===== src/rtl/acg_pkg.sv =====
package acg_pkg;

   typedef enum logic [1:0] {
      PDIV_1   = 2'b00,
      PDIV_1P5 = 2'b01,
      PDIV_2   = 2'b10,
      PDIV_3   = 2'b11
   } prediv_e;

   // last value of the source-tick phase counter for each pre-divide mode
   function automatic logic [1:0] prediv_last(prediv_e m);
      case (m)
         PDIV_1:  return 2'd0;
         PDIV_2:  return 2'd1;
         default: return 2'd2;
      endcase
   endfunction

endpackage


===== src/rtl/acg_prediv.sv =====
module acg_prediv
   import acg_pkg::*;
(
   input  logic    clk,
   input  logic    rst_n,
   input  logic    clear,
   input  logic    tick_in,
   input  prediv_e mode,
   output logic    tick_out
);

   logic [1:0] phase;

   always_comb begin
      case (mode)
         PDIV_1:   tick_out = tick_in;
         PDIV_1P5: tick_out = tick_in && (phase != 2'd1);
         PDIV_2:   tick_out = tick_in && (phase == 2'd1);
         default:  tick_out = tick_in && (phase == 2'd2);
      endcase
   end

   always_ff @(posedge clk or negedge rst_n) begin
      if (!rst_n)
         phase <= 2'd0;
      else if (clear)
         phase <= 2'd0;
      else if (tick_in)
         phase <= (phase == prediv_last(mode)) ? 2'd0 : phase + 2'd1;
   end

endmodule


===== src/rtl/acg_framediv.sv =====
module acg_framediv #(
   parameter int FRAME_LOG2 = 8,
   parameter int BIT_LOG2   = 2
) (
   input  logic clk,
   input  logic rst_n,
   input  logic clear,
   input  logic tick,
   input  logic speed,
   output logic lrck,
   output logic sclk
);

   localparam int FRAME_MSB = FRAME_LOG2 - 1;
   localparam int BIT_MSB   = BIT_LOG2 - 1;

   logic [FRAME_MSB:0] cnt, cnt_nxt;

   always_comb begin
      cnt_nxt = cnt + 1'b1;
      if (speed)
         cnt_nxt[FRAME_MSB] = 1'b0;
   end

   always_ff @(posedge clk or negedge rst_n) begin
      if (!rst_n) begin
         cnt  <= '0;
         lrck <= 1'b0;
         sclk <= 1'b0;
      end else if (clear) begin
         cnt  <= '0;
         lrck <= 1'b0;
         sclk <= 1'b0;
      end else if (tick) begin
         cnt  <= cnt_nxt;
         lrck <= speed ? cnt_nxt[FRAME_MSB-1] : cnt_nxt[FRAME_MSB];
         sclk <= speed ? cnt_nxt[BIT_MSB-1]   : cnt_nxt[BIT_MSB];
      end
   end

endmodule


===== src/rtl/acg_port.sv =====
module acg_port
   import acg_pkg::*;
#(
   parameter int NUM_SRC    = 2,
   parameter int SEL_W      = 1,
   parameter int FRAME_LOG2 = 8,
   parameter int BIT_LOG2   = 2
) (
   input  logic               clk,
   input  logic               rst_n,
   input  logic               active,
   input  logic [NUM_SRC-1:0] src_tick,
   input  logic [SEL_W-1:0]   sel,
   input  prediv_e            freq,
   input  logic               speed,
   output logic               lrck,
   output logic               sclk,
   output logic               oe
);

   localparam int CFG_W = SEL_W + 3;

   logic [CFG_W-1:0] cfg_now, cfg_q;
   logic             clear, tick_sel, tick_int;

   assign cfg_now = {sel, freq, speed};
   assign clear   = !active || (cfg_now != cfg_q);

   always_comb begin
      tick_sel = 1'b0;
      for (int s = 0; s < NUM_SRC; s++)
         if (sel == SEL_W'(s))
            tick_sel = src_tick[s];
   end

   always_ff @(posedge clk or negedge rst_n) begin
      if (!rst_n) begin
         cfg_q <= '0;
         oe    <= 1'b0;
      end else begin
         cfg_q <= cfg_now;
         oe    <= active;
      end
   end

   acg_prediv i_prediv (
      .clk      (clk),
      .rst_n    (rst_n),
      .clear    (clear),
      .tick_in  (tick_sel),
      .mode     (freq),
      .tick_out (tick_int)
   );

   acg_framediv #(
      .FRAME_LOG2 (FRAME_LOG2),
      .BIT_LOG2   (BIT_LOG2)
   ) i_framediv (
      .clk   (clk),
      .rst_n (rst_n),
      .clear (clear),
      .tick  (tick_int),
      .speed (speed),
      .lrck  (lrck),
      .sclk  (sclk)
   );

endmodule


===== src/rtl/audio_master_clkgen.sv =====
module audio_master_clkgen
   import acg_pkg::*;
#(
   parameter int NUM_SRC    = 2,
   parameter int NUM_PORTS  = 2,
   parameter int FRAME_LOG2 = 8,
   parameter int BIT_LOG2   = 2,
   parameter int SEL_W      = $clog2(NUM_SRC)
) (
   input  logic                         clk,
   input  logic                         rst_n,
   input  logic                         master_en,
   input  logic [NUM_SRC-1:0]           src_tick,
   input  logic [NUM_PORTS-1:0]         port_master,
   input  logic [NUM_PORTS*SEL_W-1:0]   port_src_sel,
   input  logic [2*NUM_PORTS-1:0]       port_freq,
   input  logic [NUM_PORTS-1:0]         port_speed,
   output logic [NUM_PORTS-1:0]         lrck,
   output logic [NUM_PORTS-1:0]         sclk,
   output logic [NUM_PORTS-1:0]         clk_oe
);

   if (NUM_SRC < 2) begin : g_bad_src
      $error("NUM_SRC must be at least 2");
   end
   if (NUM_PORTS < 1) begin : g_bad_ports
      $error("NUM_PORTS must be at least 1");
   end
   if (BIT_LOG2 < 2) begin : g_bad_bit
      $error("BIT_LOG2 must be at least 2");
   end
   if (FRAME_LOG2 <= BIT_LOG2) begin : g_bad_frame
      $error("FRAME_LOG2 must exceed BIT_LOG2");
   end
   if (SEL_W != $clog2(NUM_SRC)) begin : g_bad_sel
      $error("SEL_W must match the source count");
   end

   for (genvar p = 0; p < NUM_PORTS; p++) begin : g_port
      acg_port #(
         .NUM_SRC    (NUM_SRC),
         .SEL_W      (SEL_W),
         .FRAME_LOG2 (FRAME_LOG2),
         .BIT_LOG2   (BIT_LOG2)
      ) i_port (
         .clk      (clk),
         .rst_n    (rst_n),
         .active   (master_en && port_master[p]),
         .src_tick (src_tick),
         .sel      (port_src_sel[p*SEL_W +: SEL_W]),
         .freq     (prediv_e'(port_freq[2*p +: 2])),
         .speed    (port_speed[p]),
         .lrck     (lrck[p]),
         .sclk     (sclk[p]),
         .oe       (clk_oe[p])
      );
   end

endmodule


===== config.mk =====
export PLATFORM = sky130hd
export DESIGN_NAME = audio_master_clkgen
export DESIGN_NICKNAME = d
export VERILOG_FILES = /design/src/rtl/acg_pkg.sv /design/src/rtl/acg_prediv.sv /design/src/rtl/acg_framediv.sv /design/src/rtl/acg_port.sv /design/src/rtl/audio_master_clkgen.sv
export SDC_FILE = /design/constraint.sdc
export NUM_CORES = 1
export LEC_CHECK = 0
export BUFFER_PORTS_ARGS = -buffer_cell sky130_fd_sc_hd__buf_2
export CAP_MARGIN = 20
export CORE_ASPECT_RATIO = 0.7
export CORE_MARGIN = 8
export CORE_UTILIZATION = 27
export CTS_BUF_LIST = sky130_fd_sc_hd__clkbuf_2 sky130_fd_sc_hd__clkbuf_4 sky130_fd_sc_hd__clkbuf_8
export DETAILED_ROUTE_END_ITERATION = 8
export PLACE_DENSITY_LB_ADDON = 0.05
export REMOVE_ABC_BUFFERS = 1
export SLEW_MARGIN = 20
export SYNTH_ARGS = -nofsm -noshare
export SYNTH_HDL_FRONTEND = slang
export SYNTH_SLANG_ARGS = --single-unit

===== constraint.sdc =====
create_clock -name clk -period 1.6 [get_ports clk]
set_input_delay 0.32 -clock clk [delete_from_list [all_inputs] [get_ports clk]]
set_output_delay 0.32 -clock clk [all_outputs]
set_load 0.03 [all_outputs]

==> PnR_summary.wiki, run 1 <==
{| class="wikitable"
! Metric !! Value
|-
| Type of the most critical hold path || primary input to flop
|-
| TritonCTS clock tree || done
|-
| Final hold violation count || 0
|-
| Post-route DRC || 0
|-
| Cell area after synthesis || 1810 µm²
|-
| Data required time of the worst path || 1.81 ns
|-
| Number of clock sinks || 34
|-
| Root buf cell || sky130_fd_sc_hd__clkbuf_8
|-
| Fin crit period || 1.67 ns
|-
| Area Overhead vs Synth || 40.2%
|-
| Violated checks || negative setup slack
|-
| Diodes inserted || 0
|-
| Routed wire length per instance || 14.1 µm
|-
| Clk buf depth || 2
|-
| Number of cells produced by synthesis || 179
|-
| Total of flip-flops plus latches after synthesis || 34
|-
| DR vias || 1509
|-
| HPWL after detailed placement || 3290 µm
|-
| Top library cells by usage in the layout, fill and taps aside || sky130_fd_sc_hd__buf_4 (38), sky130_fd_sc_hd__dfrtp_1 (32), sky130_fd_sc_hd__buf_2 (20), sky130_fd_sc_hd__xor2_1 (17), sky130_fd_sc_hd__nor2_1 (17)
|-
| Synth top area share || 0.471
|-
| Initial antenna violation count || 0
|-
| Overflow after GRT || 0
|-
| Ratio of total power to cell area || 681 nW/µm²
|-
| Maximum number of pins on one net before global-route repair || 20
|-
| Setup skew after layout || 0.00586 ns
|-
| Total power || 1.73 mW
|-
| Startpoint Class || flop
|-
| Post-synthesis cell type with the largest combined area || sky130_fd_sc_hd__dfrtp_1
|-
| CP arrival || 1.89 ns
|-
| Launch point of the worst reg-to-reg path || g_port[0].i_port.i_framediv.cnt[0]$_DFFE_PN0P_
|-
| Max H-tree Level || 2
|-
| Die footprint || 9610 µm²
|-
| Number of buffer cells added on primary ports || 20
|-
| Number of warning messages in the yosys log || 0
|-
| Synth unique cells || 39
|-
| Most frequent standard cell in the layout excluding fill and tap cells || sky130_fd_sc_hd__buf_4
|-
| Number of DRC markers in iteration 0 || 76
|-
| Global-route wire length before repair || 7880 µm
|-
| Critical path capture point type || flop
|-
| Main area contributors after synthesis || sky130_fd_sc_hd__dfrtp_1 (47%), sky130_fd_sc_hd__xor2_1 (8.7%), sky130_fd_sc_hd__nor2_1 (3.7%), sky130_fd_sc_hd__mux2i_1 (3.3%), sky130_fd_sc_hd__o211ai_1 (2.9%)
|-
| Instance count after placement with tap cells included || 314
|-
| Number of fill cells || 660
|-
| Number of top-level pins || 21
|-
| Routed wire length || 4720 µm
|-
| EDFF count, synth || 0
|-
| Via count of the first global-routing pass || 1567
|-
| Startpoint of the most critical setup path || g_port[0].i_port.i_framediv.cnt[0]$_DFFE_PN0P_
|-
| Worst voltage drop across the vdd grid || 267 µV
|-
| Post-route insts no fill || 335
|-
| Max cap viols || 0
|-
| Total area of multi-input combinational cells || 987 µm²
|-
| RSZ-0062 raised after global routing || true
|-
| Worst hold path startpoint || port_src_sel[0]
|-
| Leak Pwr || 1.09 nW
|-
| Core area || 6630 µm²
|-
| Starting density of the core || 0.273
|-
| Period utilization || 1.05
|-
| Transition at the pin with the smallest max-transition slack || 0.420 ns
|-
| Max Slew Vio Count || 0
|-
| Per-instance average area after synthesis || 10.1 µm²
|-
| Sequential share of the synthesized area || 0.471
|-
| X dimension of the die || 114 µm
|-
| Final-report setup violation count || 3
|-
| Nets@finish || 260
|-
| Weighted congestion at the end of routability-driven global placement || 0.770
|-
| Total clock buffers created by CTS || 5
|-
| Height of the chip || 84.5 µm
|-
| 1st-pass router iterations || 4
|-
| Number of vias per cell || 4.50
|-
| Worst-path fanout max || 2
|-
| Sequential cell area || 853 µm²
|-
| Max Clock Freq || 598 MHz
|-
| Worst max-slew margin expressed relative to the limit || 0.720
|-
| Run status || complete, but fails checks
|-
| Flip-flop cell with the highest count after synthesis || sky130_fd_sc_hd__dfrtp_1
|-
| Cell Rows || 25
|-
| GRT Util Overall || 0.103
|-
| DRT antenna net count || 0
|-
| Worst-skew pair later-pin latency || 0.28 ns
|-
| Type of the setup path with the least slack || flop to flop
|-
| Share of post-route cells with drive strength above 1 || 0.419
|-
| Clock slew at reported path FFs || 0.08 ns
|-
| Share of synthesized registers carrying an async set or reset || 1.00
|-
| PnR worst setup slack || -0.0733 ns
|}
## state kept, by name, indices dropped and copies added, names as in the netlist
name,cells
g_port.i_port.cfg_q,8
g_port.i_port.oe,2
g_port.i_port.i_framediv.lrck,2
g_port.i_port.i_framediv.cnt,16
g_port.i_port.i_prediv.phase,4
g_port.i_port.i_framediv.sclk,2
## worst paths after layout
kind / cells past startpoint / slack (ns) / to
setup / recovery: 6 / -0.07 / g_port[0].i_port.i_framediv.lrck$_DFFE_PN0P_
max in group asynchronous: 3 / 0.65 / g_port[1].i_port.i_prediv.phase[0]$_DFFE_PN0P_
min in group asynchronous: 2 / 0.49 / g_port[0].i_port.i_framediv.cnt[3]$_DFFE_PN0P_
hold reg to reg: 2 / 0.53 / g_port[0].i_port.i_framediv.lrck$_DFFE_PN0P_
hold / removal: 1 / 0.18 / g_port[0].i_port.cfg_q[3]$_DFF_PN0_
setup reg to reg: 6 / -0.07 / g_port[0].i_port.i_framediv.lrck$_DFFE_PN0P_
## cells by family (layout without fill, tap and decap cells)
kind of cell             Yosys count  count (layout)  share of synthesized area
AO/OA/AOI/OAI                     38              38                      0.146
XOR/XNOR                          21              21                      0.102
adder cells (fa/ha/maj)            4               4                     0.0277
buffers and inverters             17              79                     0.0519
flip-flops                        34              34                      0.471
multiplexers                       9               9                     0.0519
AND/OR/NAND/NOR                   56              56                      0.150
## where the power goes
group          leakage, nW  internal (mW)  switching (mW)  total [mW]
Clock               0.0438          0.292           0.321       0.613
Combinational        0.594          0.105           0.129       0.233
Sequential           0.451          0.873         0.00625       0.879
Total                 1.09           1.27           0.456        1.73
## what timing repair did
item,in CTS,in global routing
pin swaps,8,13
buffers inserted,12,4
hold buffers,1,0
endpoints found under the setup margin,8,20
resized for setup,8,24
endpoints found under the hold margin,15,0
## metal layers
| metal | GRT usage | up-vias | part of all wire | routed length, µm |
|---|---|---|---|---|
| li1 | - | 747 | - | - |
| met1 | 0.142 | 726 | 0.50 | 2380 |
| met2 | 0.141 | 26 | 0.42 | 1990 |
| met3 | 0.0344 | 10 | 0.058 | 275 |
| met4 | 0.0481 | 0 | 0.017 | 79 |
| met5 | 0 | - | 0 | 0 |
## metrics by stage
step	instance area, µm²	setup WS [ns]	hold WS (ns)	util	TNS, ns
detailed placement	2200	-0.0965	0.279	0.332	-0.550
finish	2530	-0.0733	0.184	0.382	-0.132
floorplan	1740	-0.115	0.0244	-	-0.417
global placement	2200	-0.0857	0.275	0.332	-0.448
global route	2530	-0.141	0.179	0.382	-0.472
CTS	2410	-0.0902	0.179	0.364	-0.119
## final cells by class
type                    count  share of cell area
clock inverters             2             0.00395
flip-flops and latches     34               0.337
inverters                   7              0.0104
well taps                  94              0.0464
clock buffers               5              0.0271
multi-input cells         128               0.389
repair buffers             65               0.186
## Yosys cell counts (4+ instances only)
cell type	count
sky130_fd_sc_hd__dfrtp_1	34
sky130_fd_sc_hd__nor2_1	18
sky130_fd_sc_hd__xor2_1	18
sky130_fd_sc_hd__a21oi_1	10
sky130_fd_sc_hd__nand2_1	9
sky130_fd_sc_hd__inv_1	7
sky130_fd_sc_hd__nand3_1	7
sky130_fd_sc_hd__o211ai_1	7
sky130_fd_sc_hd__buf_4	6
sky130_fd_sc_hd__mux2i_1	6
sky130_fd_sc_hd__nor3_1	6
sky130_fd_sc_hd__o21ai_0	6
sky130_fd_sc_hd__ha_1	4
## worst max-delay path, cell delays in order (launching register included)
cell	delay [ns]
sky130_fd_sc_hd__dfrtp_1	0.35
sky130_fd_sc_hd__ha_1	0.19
sky130_fd_sc_hd__nand3_2	0.10
sky130_fd_sc_hd__nor3_2	0.15
sky130_fd_sc_hd__mux2_2	0.35
sky130_fd_sc_hd__a311o_2	0.34
sky130_fd_sc_hd__a21oi_1	0.12
No activity file was read; power rests on OpenSTA's default activity.
==> run 2, diff against run 1 <==
--- a/config.mk
+++ b/config.mk
@@ -14,6 +14,7 @@
 export DETAILED_ROUTE_END_ITERATION = 8
 export PLACE_DENSITY_LB_ADDON = 0.05
 export REMOVE_ABC_BUFFERS = 1
+export SETUP_SLACK_MARGIN = 0.02
 export SLEW_MARGIN = 20
 export SYNTH_ARGS = -nofsm -noshare
 export SYNTH_HDL_FRONTEND = slang
==> run 2 against run 1 <==
  * The run still ends with negative setup slack left
  * Wire length up 1.6%
  * Hold slack got worse by 0.0015 ns
  * Maximum frequency is 1.6% lower
  * First-iteration DRC count fell by 42%
  * Count of clock-buffer cells in the layout stayed put
  * Combinational power grew 6%
  * Die area did not move
  * Critical path depth stayed put
  * Core utilization up 1.2 points
  * Sequential cell count unchanged
  * Register-to-register slack worse by 0.03 ns
==> PnR_summary.wiki, run 2 (same netlist as run 1, synthesis figures left out) <==
{| class="wikitable"
! Metric !! Value
|-
| Number of top-level pins || 21 (unchanged)
|-
| Worst reg-to-reg path cell count || 6 (unchanged)
|-
| Instance count after placement with tap cells included || 314 (unchanged)
|-
| Routed wire length per instance || 14.1 µm (+0.12%)
|-
| Starting density of the core || 0.273 (unchanged)
|-
| Number of clock sinks || 34 (unchanged)
|-
| Overflow after GRT || 0 (unchanged)
|-
| Via count of the first global-routing pass || 1570 (+0.19%)
|-
| Largest registers || g_port.i_port.i_framediv.cnt (16), g_port.i_port.cfg_q (8), g_port.i_port.i_prediv.phase (4)
|-
| Cell Rows || 25 (unchanged)
|-
| Initial antenna violation count || 0 (unchanged)
|-
| Run status || complete, but fails checks
|-
| Most frequent standard cell in the layout excluding fill and tap cells || sky130_fd_sc_hd__buf_4
|-
| Worst reg2reg setup slack || -0.10 ns (-0.03 ns)
|-
| Global-route wire length before repair || 7940 µm (+0.71%)
|-
| HPWL after detailed placement || 3290 µm (unchanged)
|-
| Top library cells by usage in the layout, fill and taps aside || sky130_fd_sc_hd__buf_4 (37), sky130_fd_sc_hd__dfrtp_1 (32), sky130_fd_sc_hd__buf_2 (20), sky130_fd_sc_hd__xor2_1 (17), sky130_fd_sc_hd__nor2_1 (17)
|-
| Worst-path fanout max || 2 (unchanged)
|-
| Critical path capture point type || flop
|-
| Fin crit period || 1.70 ns (+0.0277 ns)
|-
| Number of DRC markers in iteration 0 || 44 (-42%)
|-
| End of the worst register-to-register path || g_port[0].i_port.i_framediv.lrck$_DFFE_PN0P_
|-
| Area Overhead vs Synth || 44.7%
|-
| Transition at the pin with the smallest max-transition slack || 0.422 ns (+0.00174 ns)
|-
| Launch point of the worst reg-to-reg path || g_port[0].i_port.i_framediv.cnt[1]$_DFFE_PN0P_
|-
| Post-route DRC || 0 (unchanged)
|-
| Height of the chip || 84.5 µm (unchanged)
|-
| Critical path's top delay family || compound AO/OA/AOI/OAI gates
|-
| Violated checks || negative setup slack
|-
| Critical path depth || 6 (unchanged)
|-
| Clock slew at reported path FFs || 0.08 ns (about the same)
|-
| Critical path buffer and inverter count || 0 (unchanged)
|-
| Post-route insts no fill || 340 (+1.5%)
|-
| Largest register by flop count || g_port.i_port.i_framediv.cnt
|-
| Flip-flop count of the largest register, all copies and words added || 16 (unchanged)
|-
| CP arrival || 1.92 ns (+0.03 ns)
|-
| Share of post-route cells with drive strength above 1 || 0.435 (+0.0159)
|-
| RSZ-0062 raised after global routing || true
|-
| Startpoint Class || flop
|-
| Total placed instance area || 2200 µm² (unchanged)
|-
| Leak Pwr || 1.14 nW (+4.2%)
|-
| Core area || 6630 µm² (unchanged)
|-
| Final hold violation count || 0 (unchanged)
|-
| X dimension of the die || 114 µm (unchanged)
|-
| Die footprint || 9610 µm² (unchanged)
|-
| Startpoint of the most critical setup path || g_port[0].i_port.i_framediv.cnt[1]$_DFFE_PN0P_
|-
| Total negative slack || -0.171 ns (-0.0389 ns)
|-
| Highest cell delay on the worst timing path || 0.36 ns (about the same)
|-
| Ratio of total power to cell area || 666 nW/µm² (-2.2%)
|-
| Max H-tree Level || 2 (unchanged)
|-
| Max cap viols || 0 (unchanged)
|-
| Type of the setup path with the least slack || flop to flop
|-
| Number of vias per cell || 4.51 (+0.23%)
|-
| Clk buf depth || 2 (unchanged)
|-
| TritonCTS clock tree || done
|-
| Root buf cell || sky130_fd_sc_hd__clkbuf_8
|-
| DR vias || 1535 (+1.7%)
|-
| Final-report setup violation count || 3 (unchanged)
|-
| Number of buffer cells added on primary ports || 20 (unchanged)
|-
| Setup skew after layout || 0.00569 ns (-0.000165 ns)
|-
| Max Clock Freq || 588 MHz (-1.6%)
|-
| 1st-pass router iterations || 4 (unchanged)
|-
| Data required time of the worst path || 1.82 ns (about the same)
|-
| Nets@finish || 265 (+1.9%)
|-
| Capturing element of the worst setup path || g_port[0].i_port.i_framediv.lrck$_DFFE_PN0P_
|-
| DRT antenna net count || 0 (unchanged)
|-
| Cells traversed along the worst timing path || ha_2 -> nand3_4 -> nor3_4 -> mux2_4 -> a311o_2 -> a21oi_2
|-
| Worst max-slew margin expressed relative to the limit || 0.719 (-0.00116)
|-
| GRT Util Overall || 0.104 (+0.000754)
|-
| Routed wire length || 4800 µm (+1.6%)
|-
| Final instance area || 2620 µm² (+3.2%)
|-
| Total clock buffers created by CTS || 5 (unchanged)
|-
| Type of the most critical hold path || primary input to flop
|-
| Worst-skew pair later-pin latency || 0.28 ns (about the same)
|-
| Maximum number of pins on one net before global-route repair || 20 (unchanged)
|-
| Placement-stage worst setup slack || -0.0965 ns (unchanged)
|-
| Weighted congestion at the end of routability-driven global placement || 0.770 (unchanged)
|-
| Worst voltage drop across the vdd grid || 269 µV (+0.80%)
|-
| PnR worst setup slack || -0.101 ns (-0.0277 ns)
|-
| Max Slew Vio Count || 0 (unchanged)
|-
| Slowest cell on crit path || sky130_fd_sc_hd__dfrtp_1
|-
| Diodes inserted || 0 (unchanged)
|-
| Period utilization || 1.06 (+0.0173)
|}
## run 2: through the flow
stage	power [mW]	hold WS (ns)	util
floorplan	0.979	0.0244	-
global placement	1.10	0.275	0.332
detailed placement	1.10	0.279	0.332
CTS	1.74	0.179	0.364
global route	1.83	0.179	0.395
finish	1.74	0.183	0.395
## run 2: worst min path at each step
stage	start	end	slack (ns)	cells past startpoint
5_1_grt	port_src_sel[0]	g_port[0].i_port.cfg_q[3]$_DFF_PN0_	0.18	1
4_1_cts	port_src_sel[1]	g_port[1].i_port.cfg_q[3]$_DFF_PN0_	0.18	1
3_5_place_dp	rst_n	g_port[0].i_port.i_framediv.sclk$_DFFE_PN0P_	0.28	1
3_3_place_gp	rst_n	g_port[0].i_port.i_framediv.sclk$_DFFE_PN0P_	0.27	1
2_1_floorplan	rst_n	g_port[0].i_port.cfg_q[0]$_DFF_PN0_	0.02	0
6_report	port_src_sel[0]	g_port[0].i_port.cfg_q[3]$_DFF_PN0_	0.18	1
## run 2: repair_timing
action                     CTS  global route
setup endpoints to repair   11            21
hold endpoints to repair    15             0
setup buffers               12             8
pin swaps                    9            20
hold buffers                 1             0
gates resized for setup     12            30
## run 2: where the power goes
group / switching [mW] / internal [mW]
Clock: 0.324 / 0.292
Combinational: 0.132 / 0.114
Sequential: 0.00629 / 0.873
## run 2: worst register-to-register path, cell delays in order (launching register included)
cell                      delay (ns)
sky130_fd_sc_hd__dfrtp_1        0.36
sky130_fd_sc_hd__ha_2           0.21
sky130_fd_sc_hd__nand3_4        0.09
sky130_fd_sc_hd__nor3_4         0.22
sky130_fd_sc_hd__mux2_4         0.32
sky130_fd_sc_hd__a311o_2        0.32
sky130_fd_sc_hd__a21oi_2        0.13
## run 2: area by class of cell
type                       instances  area [µm²]
fill                             658        4020
multi-input combinational        128        1010
sequential                        34         853
timing repair buffer              70         532
tap                               94         118
clock buffer                       5        68.8
inverter                           7        26.3
clock inverter                     2        10.0
## run 2: layer usage
| metal | track usage | wire length, µm | vias to the layer above |
|---|---|---|---|
| met2 | 0.142 | 2000 | 26 |
| met4 | 0.0481 | 97 | 0 |
| met1 | 0.142 | 2450 | 742 |
| met5 | 0 | 0 | - |
| li1 | - | - | 755 |
| met3 | 0.0344 | 250 | 12 |
==> run 3, diff against run 2 <==
==> constraint.sdc (replaced) <==
create_clock -name clk -period 2.06 [get_ports clk]
set_input_delay 0.412 -clock clk [delete_from_list [all_inputs] [get_ports clk]]
set_output_delay 0.412 -clock clk [all_outputs]
set_load 0.03 [all_outputs]
==> run 3 against run 2 <==
  * Sequential share of layout area grew 8.1 points
  * Critical path type unchanged
  * Largest power group unchanged
  * Clock skew is 0.00079 ns higher
  * Total power down 23%
  * Maximum frequency down 8.6%
  * Count of clock-buffer cells in the layout is 1 higher
  * First-iteration DRC count increased by 86%
  * Non-clock buffer count is 46 lower
  * Sequential power shrank 22%
  * The flow now finishes without violations
  * Cell count shrank 13%
  * Highest routed layer unchanged
==> PnR_summary.wiki, run 3 (same netlist as run 1, synthesis figures left out) <==
{| class="wikitable"
! Metric !! Value
|-
| Run status || finished, final reports clean
|-
| Most frequent standard cell in the layout excluding fill and tap cells || sky130_fd_sc_hd__dfrtp_1
|-
| Share of post-route cells with drive strength above 1 || 0.214 (-0.221)
|-
| Nets@finish || 219 (-17%)
|-
| Routed wire length || 4100 µm (-15%)
|-
| Total area of multi-input combinational cells || 871 µm² (-14%)
|-
| Flip-flop count of the largest register, all copies and words added || 16 (unchanged)
|-
| GRT Util Overall || 0.0920 (-0.0120)
|-
| Initial antenna violation count || 0 (unchanged)
|-
| Post-route worst hold slack || 0.223 ns (+0.0402 ns)
|-
| Startpoint of the most critical setup path || g_port[0].i_port.i_prediv.phase[0]$_DFFE_PN0P_
|-
| Max cap viols || 0 (unchanged)
|-
| Total negative slack || 0 ns (+0.171 ns)
|-
| Starting density of the core || 0.273 (unchanged)
|-
| Type of the most critical hold path || primary input to asynchronous set/reset pin
|-
| Clock slew at reported path FFs || 0.08 ns (about the same)
|-
| Largest registers || g_port.i_port.i_framediv.cnt (16), g_port.i_port.cfg_q (8), g_port.i_port.i_prediv.phase (4)
|-
| Final hold violation count || 0 (unchanged)
|-
| Global-route wire length before repair || 7090 µm (-11%)
|-
| Max H-tree Level || 2 (unchanged)
|-
| Startpoint Class || flop
|-
| Weighted congestion at the end of routability-driven global placement || 0.738 (-4.1%)
|-
| Number of fill cells || 713 (+8.4%)
|-
| Max Clock Freq || 537 MHz (-8.6%)
|-
| Maximum number of pins on one net before global-route repair || 35 (+75%)
|-
| Max Slew Vio Count || 0 (unchanged)
|-
| Number of vias per cell || 4.56 (+1.1%)
|-
| HPWL after detailed placement || 2880 µm (-12%)
|-
| Worst-path fanout max || 11 (+9)
|-
| CP arrival || 2.07 ns (+0.15 ns)
|-
| Routed wire length per instance || 13.9 µm (-1.6%)
|-
| Final-report setup violation count || 0 (-3)
|-
| Period utilization || 0.904 (-0.159)
|-
| Die footprint || 9610 µm² (unchanged)
|-
| Number of DRC markers in iteration 0 || 82 (+86%)
|-
| TritonCTS clock tree || done
|-
| Diodes inserted || 0 (unchanged)
|-
| Worst-skew pair later-pin latency || 0.28 ns (about the same)
|-
| Transition at the pin with the smallest max-transition slack || 0.822 ns (+0.400 ns)
|-
| Largest register by flop count || g_port.i_port.i_framediv.cnt
|-
| DR vias || 1346 (-12%)
|-
| Critical path capture point type || flop
|-
| Worst voltage drop across the vdd grid || 259 µV (-3.9%)
|-
| Number of top-level pins || 21 (unchanged)
|-
| Cell Rows || 25 (unchanged)
|-
| RSZ-0062 raised after global routing || false
|-
| Sequential cell area || 851 µm² (-0.29%)
|-
| X dimension of the die || 114 µm (unchanged)
|-
| Launch point of the worst reg-to-reg path || g_port[0].i_port.i_prediv.phase[0]$_DFFE_PN0P_
|-
| Leak Pwr || 0.876 nW (-23%)
|-
| Number of buffer cells added on primary ports || 20 (unchanged)
|-
| Area Overhead vs Synth || 15.6%
|-
| Fin crit period || 1.86 ns (+0.160 ns)
|-
| Core area || 6630 µm² (unchanged)
|-
| Root buf cell || sky130_fd_sc_hd__clkbuf_8
|-
| Total clock buffers created by CTS || 5 (unchanged)
|-
| Worst max-slew margin expressed relative to the limit || 0.452 (-0.267)
|-
| Type of the setup path with the least slack || flop to flop
|-
| Height of the chip || 84.5 µm (unchanged)
|-
| Overflow after GRT || 0 (unchanged)
|-
| Number of clock sinks || 34 (unchanged)
|-
| DRT antenna net count || 0 (unchanged)
|-
| Top library cells by usage in the layout, fill and taps aside || sky130_fd_sc_hd__dfrtp_1 (34), sky130_fd_sc_hd__buf_2 (20), sky130_fd_sc_hd__xor2_1 (18), sky130_fd_sc_hd__nor2_1 (18), sky130_fd_sc_hd__a21oi_1 (10)
|-
| Post-route DRC || 0 (unchanged)
|-
| Setup skew after layout || 0.00648 ns (+0.000792 ns)
|-
| Data required time of the worst path || 2.26 ns (+0.44 ns)
|-
| 1st-pass router iterations || 4 (unchanged)
|-
| Ratio of total power to cell area || 640 nW/µm² (-3.8%)
|-
| Clk buf depth || 2 (unchanged)
|-
| Via count of the first global-routing pass || 1409 (-10%)
|}
-- run 3: cell type report --
cell class	instances	area share
Timing Repair Buffer	24	0.0622
Multi-Input combinational cell	128	0.417
Inverter	7	0.0126
Clock inverter	2	0.00598
Tap cell	94	0.0563
Clock buffer	6	0.0395
Sequential cell	34	0.407
-- run 3: power by group --
group / internal, mW / switching [mW] / total (mW)
Sequential: 0.678 / 0.00482 / 0.682
Combinational: 0.0451 / 0.0821 / 0.127
Clock: 0.269 / 0.260 / 0.529
Total: 0.992 / 0.347 / 1.34
-- run 3: repair_timing --
item / in CTS / in global routing
hold buffers: 0 / 0
endpoints found under the setup margin: 0 / 1
buffers inserted: 0 / 0
gates resized for setup: 0 / 1
-- run 3: final timing paths --
path / endpoint / cells past startpoint / slack (ns)
worst min-delay path: g_port[0].i_port.i_framediv.cnt[6]$_DFFE_PN0P_ / 1 / 0.22
min in group clk: g_port[1].i_port.cfg_q[3]$_DFF_PN0_ / 1 / 0.28
worst min register to register: g_port[1].i_port.i_framediv.sclk$_DFFE_PN0P_ / 2 / 0.54
worst max register to register: g_port[0].i_port.i_framediv.cnt[7]$_DFFE_PN0P_ / 5 / 0.20
max in group asynchronous: g_port[0].i_port.i_framediv.cnt[4]$_DFFE_PN0P_ / 1 / 1.32
worst max-delay path: g_port[0].i_port.i_framediv.cnt[7]$_DFFE_PN0P_ / 5 / 0.20
-- run 3: metrics by stage --
stage	instance area (µm²)	total power, mW	std cells	setup slack (ns)	utilization
6_report	2090	1.34	295	0.199	0.315
4_1_cts	2080	1.38	295	0.156	0.314
5_1_grt	2090	1.41	295	0.0495	0.315
3_5_place_dp	1990	0.823	287	0.194	0.300
2_1_floorplan	1740	0.760	169	0.345	-
3_3_place_gp	1990	0.822	287	0.220	0.300
-- run 3: worst max-delay path, stage by stage (launching register included) --
cell and delay [ns]:
sky130_fd_sc_hd__dfrtp_1 0.46, sky130_fd_sc_hd__ha_1 0.24, sky130_fd_sc_hd__o22ai_2 0.27, sky130_fd_sc_hd__o21ai_4 0.15, sky130_fd_sc_hd__or4_1 0.49, sky130_fd_sc_hd__a31oi_1 0.17
-- run 3: metal layers --
metal / up-vias / wire [µm] / share of wire / global-route usage
met5: - / 0 / 0 / 0
met4: 0 / 21 / 0.0051 / 0.0289
met3: 2 / 268 / 0.065 / 0.0322
met2: 31 / 1670 / 0.41 / 0.131
met1: 646 / 2140 / 0.52 / 0.126
li1: 667 / - / - / -
